<file path="src/rtl/fan_step_pkg.sv">
package fan_step_pkg;
  // Fixed by the product: off plus five speeds
  localparam int SPEED_LEVELS = 5;
  localparam int STATE_COUNT  = SPEED_LEVELS + 1;
  localparam int COUNT_W      = $clog2(STATE_COUNT);
  localparam int SEG_W        = 7;
  localparam int DECODE_W     = 1 << COUNT_W;

  typedef logic [COUNT_W-1:0] speedState_t;

  // Strobes from control to datapath
  typedef struct packed {
    logic advance;
    logic clear;
  } stepStrobes_t;

  // Active-high segments, bit 6 = a ... bit 0 = g; unused codes blank
  function automatic logic [SEG_W-1:0] digitToSeg(input speedState_t d);
    logic [SEG_W-1:0] pat;
    case (d)
      speedState_t'(0): pat = 7'h7E;
      speedState_t'(1): pat = 7'h30;
      speedState_t'(2): pat = 7'h6D;
      speedState_t'(3): pat = 7'h79;
      speedState_t'(4): pat = 7'h33;
      speedState_t'(5): pat = 7'h5B;
      default:          pat = 7'h00;
    endcase
    return pat;
  endfunction
endpackage

</file>
<file path="src/rtl/button_conditioner.sv">
module button_conditioner
  import fan_step_pkg::*;
#(
  parameter int SYNC_STAGES   = 2,
  parameter int STABLE_CYCLES = 5000000
) (
  input  logic         clk,
  input  logic         rst,
  input  logic         buttonRaw,
  output stepStrobes_t strobes
);
  localparam int CNT_W = $clog2(STABLE_CYCLES + 1);
  localparam logic [CNT_W-1:0] LAST_CNT = CNT_W'(STABLE_CYCLES - 1);

  logic [SYNC_STAGES-1:0] syncChain;
  logic                   syncLevel;
  logic                   debState;
  logic [CNT_W-1:0]       stableCnt;
  logic                   advPulse;

  // Synchroniser chain
  generate
    if (SYNC_STAGES == 1) begin : g_sync1
      always_ff @(posedge clk) begin
        if (rst) syncChain <= '0;
        else     syncChain <= buttonRaw;
      end
    end else begin : g_syncN
      always_ff @(posedge clk) begin
        if (rst) syncChain <= '0;
        else     syncChain <= {syncChain[SYNC_STAGES-2:0], buttonRaw};
      end
    end
  endgenerate

  assign syncLevel = syncChain[SYNC_STAGES-1];

  // Stability filter: a new level is accepted after STABLE_CYCLES cycles
  always_ff @(posedge clk) begin
    if (rst) begin
      debState  <= 1'b0;
      stableCnt <= '0;
      advPulse  <= 1'b0;
    end else begin
      advPulse <= 1'b0;
      if (syncLevel == debState) begin
        stableCnt <= '0;
      end else if (stableCnt == LAST_CNT) begin
        stableCnt <= '0;
        debState  <= syncLevel;
        advPulse  <= syncLevel;   // press edge only; release gives nothing
      end else begin
        stableCnt <= stableCnt + CNT_W'(1);
      end
    end
  end

  assign strobes.advance = advPulse;
  assign strobes.clear   = rst;

  // an advance strobe lasts one cycle
  p_single_pulse_r7: assert property (@(posedge clk) disable iff (rst)
    advPulse |=> !advPulse);
  // a strobe only accompanies the pressed level
  p_pulse_on_press_r7: assert property (@(posedge clk) disable iff (rst)
    advPulse |-> debState);
  // the filtered level only ever moves toward the synchronised level
  p_filter_follows_r6: assert property (@(posedge clk) disable iff (rst)
    (debState != $past(debState)) |-> (debState == syncLevel));
  // the filter counter stays below its limit
  p_cnt_bound_r6: assert property (@(posedge clk) disable iff (rst)
    stableCnt <= LAST_CNT);
endmodule

</file>
<file path="src/rtl/speed_datapath.sv">
module speed_datapath
  import fan_step_pkg::*;
(
  input  logic                    clk,
  input  stepStrobes_t            strobes,
  output logic [SPEED_LEVELS-1:0] relayEn,
  output logic [SEG_W-1:0]        segOut
);
  speedState_t               speedState;
  speedState_t               stepValue;
  logic                      advDly;
  logic                      advFall;
  logic                      wrapHit;
  logic [DECODE_W-1:0]       decodeN;
  logic [SPEED_LEVELS-1:0]   relayNext;

  // Falling edge of the advance strobe clocks the state
  assign advFall   = advDly && !strobes.advance;
  assign stepValue = speedState + speedState_t'(1);
  // With six states the value 6 is the first with both upper bits set
  assign wrapHit   = stepValue[COUNT_W-1] & stepValue[COUNT_W-2];

  always_ff @(posedge clk) begin
    if (strobes.clear) begin
      advDly     <= 1'b0;
      speedState <= '0;
    end else begin
      advDly <= strobes.advance;
      if (advFall) speedState <= wrapHit ? '0 : stepValue;
    end
  end

  // Active-low full decode, then inversion per relay line
  generate
    for (genvar j = 0; j < DECODE_W; j++) begin : g_dec
      assign decodeN[j] = ~(speedState == speedState_t'(j));
    end
    for (genvar i = 0; i < SPEED_LEVELS; i++) begin : g_relay
      assign relayNext[i] = ~decodeN[i+1];
    end
  endgenerate

  always_ff @(posedge clk) begin
    if (strobes.clear) begin
      relayEn <= '0;
      segOut  <= digitToSeg('0);
    end else begin
      relayEn <= relayNext;
      segOut  <= digitToSeg(speedState);
    end
  end

  // never two relays at once
  p_relay_onehot_r4: assert property (@(posedge clk) disable iff (strobes.clear)
    $onehot0(relayEn));
  // the state never reaches an unused value
  p_state_range_r3: assert property (@(posedge clk) disable iff (strobes.clear)
    speedState < speedState_t'(STATE_COUNT));
  // the top speed wraps to off
  p_wrap_r3: assert property (@(posedge clk) disable iff (strobes.clear)
    (advFall && speedState == speedState_t'(SPEED_LEVELS)) |=> speedState == '0);
  // a falling strobe edge advances by one below the top
  p_step_r2: assert property (@(posedge clk) disable iff (strobes.clear)
    (advFall && speedState < speedState_t'(SPEED_LEVELS)) |=>
      speedState == $past(speedState) + speedState_t'(1));
  // without a falling strobe edge the state holds
  p_hold_r8: assert property (@(posedge clk) disable iff (strobes.clear)
    !advFall |=> $stable(speedState));
  // off state gives no relay one cycle later
  p_off_norelay_r4: assert property (@(posedge clk) disable iff (strobes.clear)
    (speedState == '0) |=> relayEn == '0);
  // clear forces the state to off
  p_clear_r9: assert property (@(posedge clk)
    strobes.clear |=> (speedState == '0 && relayEn == '0));
endmodule

</file>
<file path="src/rtl/fan_speed_stepper.sv">
module fan_speed_stepper
  import fan_step_pkg::*;
#(
  parameter int SYNC_STAGES   = 2,
  parameter int STABLE_CYCLES = 5000000
) (
  input  logic       clk,
  input  logic       rst,
  input  logic       buttonRaw,
  output logic [4:0] relayEn,
  output logic [6:0] segOut
);
  stepStrobes_t strobes;

  button_conditioner #(
    .SYNC_STAGES  (SYNC_STAGES),
    .STABLE_CYCLES(STABLE_CYCLES)
  ) u_ctrl (
    .clk      (clk),
    .rst      (rst),
    .buttonRaw(buttonRaw),
    .strobes  (strobes)
  );

  speed_datapath u_dp (
    .clk    (clk),
    .strobes(strobes),
    .relayEn(relayEn),
    .segOut (segOut)
  );
endmodule

</file>
<file path="config.mk">
export PLATFORM = sky130hd
export DESIGN_NAME = fan_speed_stepper
export DESIGN_NICKNAME = d
export VERILOG_FILES = /design/src/rtl/fan_step_pkg.sv /design/src/rtl/button_conditioner.sv /design/src/rtl/speed_datapath.sv /design/src/rtl/fan_speed_stepper.sv
export SDC_FILE = /design/constraint.sdc
export NUM_CORES = 1
export LEC_CHECK = 0
export CAP_MARGIN = 15
export CORE_MARGIN = 8
export CORE_UTILIZATION = 50
export CTS_BUF_LIST = sky130_fd_sc_hd__clkbuf_16
export CTS_CLUSTER_SIZE = 25
export DETAILED_ROUTE_END_ITERATION = 10
export DONT_BUFFER_PORTS = 1
export SYNTH_ARGS = -nofsm -noshare
export SYNTH_HDL_FRONTEND = slang
export SYNTH_SLANG_ARGS = --single-unit
</file>
<file path="constraint.sdc">
create_clock -name clk -period 3.3 [get_ports clk]
set_clock_uncertainty 0.1 [all_clocks]
set_input_delay 0.33 -clock clk [delete_from_list [all_inputs] [get_ports clk]]
set_output_delay 0.33 -clock clk [all_outputs]
set_load 0.01 [all_outputs]
</file>
==> results.yml <==
status:
  status: "finished clean"
setup_path:
  rrSetupSlack_ns: 1.42
  worstPathCellList: "ha_1, nand4_2, or4_1, a21oi_1"
  timing.critical_path.buf_inv: 0
  path_delay_family: "simple AND/OR/NAND/NOR gates"
  crit_path_top_delay_cell: "or4_1"
  critPathLaunchType: "flop"
  critPathKind: "flop to flop"
  cp_max_fo: 10
  critPathCaptureType: "flop"
  required_ns: 3.42
  cp.arrival_ns: 2.00
  cp_slowest_stage_delay_ns: 0.54
power_and_ir_drop:
  peakVddDrop_mv: 0.312
  design_power_total_w: 0.00106
  leakage_nw: 0.660
  p_per_area_nw_per_um2: 536
yosys:
  synthCells: 196
  syn_area_per_cell_sq_um: 9.19
  synth_area_leaders: "dfxtp_1 (47%), nor2_1 (6.0%), xor2_1 (4.9%)"
  synth_area_sq_um: 1800
  synth_common_cells: "dfxtp_1 (42), nor2_1 (29), nand2_1 (13)"
  synth_fp_nets: 205
  synth_warnings: 0
  synth_seq_cells: 42
  ys_seq_area_frac: 0.467
  yosys.area.top_type: "dfxtp_1"
  synth-edff-count: 0
  yosys.cell_count.top_type: "dfxtp_1"
  async_flop_share: 0
  synth-main-ff-cell: "dfxtp_1"
  synth_top_area_frac: 0.467
  netlist-cell-type-count: 38
global_routing:
  antenna_found_initial: 0
  track_usage: 0.121
  grt_pass1_wl_microns: 5840
  grt_max_degree: 24
  grt_pass1_vias: 1277
  grt_overflow_total: 0
clock_network:
  hold_buffers: 0
  cts_tree: "done"
  clk_latency_ns: 0.28
  clk_pin_slew_worst_paths_ns: 0.06
  cts-buffers-inserted: 5
  post_cts_resized: 0
  htree_levels: 2
  ctsLongestPathBuffers: 2
  post_cts.repair.setup_buffers: 0
  cts_root_buf: "clkbuf_16"
  cts.sinks: 42
sta:
  timing.hold.ws_ns: 0.0104
  hold_viol: 0
  maxSlewHeadroom: 0.757
  maxSlewViolCount: 0
  tightest_slew_ns: 0.364
  period_share: 0.571
  setup_viol_count_final: 0
  period_minus_slack_ns: 1.88
  clock.fmax_mhz: 531
  tns_ns: 0
  rsz0062_at_grt: "false"
die:
  start_util: 0.507
  dieHeight_microns: 76.0
  io_pins: 15
  dieArea_sq_um: 5780
  rows: 22
  core_sq_um: 3550
  die_w_microns: 76.0
detailed_routing:
  viasPerCell: 5.62
  drtAntennaViolNets: 0
  drt_iter0_markers: 133
  drtPass1Iterations: 4
  via_count: 1376
  route.detailed.drc: 0
  wire_per_inst_microns: 13.8
  totalWireLength_microns: 3370
place:
  placed_area_sq_um: 1810
  io_buffers: 0
  dpl.hpwl_microns: 2360
  gp_congestion: 0.798
  place_inst: 237
layout:
  syn2layout_area_growth_pct: 10.2
  nets: 205
  drive_above_1_share: 0.0964
  num_antenna_cells: 0
  finalNonFillerCells: 245
  stdcell_area_sq_um: 1980
job:
  drv_cap: 0
min_path:
  hold_path_class: "input pin to flop"
## where the power goes
part	switching, W	internal [W]	total (W)
logic	0.00000309	0.00000233	0.00000542
registers	0.000000808	0.000509	0.000509
clock network	0.000192	0.000356	0.000548
total	0.000196	0.000867	0.00106
## placed cells by master, fill, tap and decap left out, types with 5 or more instances in the layout
master     instances
dfxtp_1           42
nor2_1            29
nand2_1           13
a21oi_1           12
xor2_1            10
nand3_1            8
nand4_1            7
inv_1              6
o31ai_1            6
ha_1               6
nor2b_1            5
or4_1              5
clkbuf_16          5
## worst reg2reg max path, stage by stage (launching register included)
cell and delay [ns]:
dfxtp_1 0.36, ha_1 0.39, nand4_2 0.29, or4_1 0.54
a21oi_1 0.14
## sequential cells by signal, indices dropped and copies added (netlist names)
signal,cells
u_dp.segOut,6
u_ctrl.stableCnt,23
u_dp.relayEn,5
u_ctrl.syncChain,2
u_ctrl.debState,1
u_dp.advDly,1
u_ctrl.advPulse,1
u_dp.speedState,3
## worst paths after layout
check / startpoint / to / cells after the start
max: u_ctrl.stableCnt[0] / u_ctrl.stableCnt[22] / 4
min: rst / u_ctrl.syncChain[0] / 1
max reg2reg: u_ctrl.stableCnt[0] / u_ctrl.stableCnt[22] / 4
min reg2reg: u_ctrl.syncChain[0] / u_ctrl.syncChain[1] / 1
## cell families after synthesis
logic type               share of synthesized area
adder cells (fa/ha/maj)                     0.0417
AO/OA/AOI/OAI                               0.0883
XOR/XNOR                                    0.0632
AND/OR/NAND/NOR                              0.297
flip-flops                                   0.467
buffers and inverters                       0.0424
## area by class of cell
type | count | area [sq um]
repair buffers | 1 | 7.51
well taps | 48 | 60.1
fillers | 329 | 1570
clock buffers | 5 | 125
flip-flops and latches | 42 | 841
clock inverters | 3 | 45.0
inverters | 6 | 22.5
multi-input cells | 140 | 883
## per-layer routing
layer | GRT usage | wire [microns] | vias up
met1 | 0.152 | 1580 | 640
met2 | 0.183 | 1520 | 44
li1 | - | - | 686
met5 | 0 | 0 | -
met4 | 0.0412 | 51 | 0
met3 | 0.0472 | 216 | 6
## through the flow
step / util / worst slack (ns)
2_1_floorplan: - / 1.60
3_3_place_gp: 0.511 / 1.50
3_5_place_dp: 0.511 / 1.43
4_1_cts: 0.559 / 1.42
5_1_grt: 0.559 / 1.26
6_report: 0.559 / 1.42
Note: power is estimated with default switching activity, not from simulation.
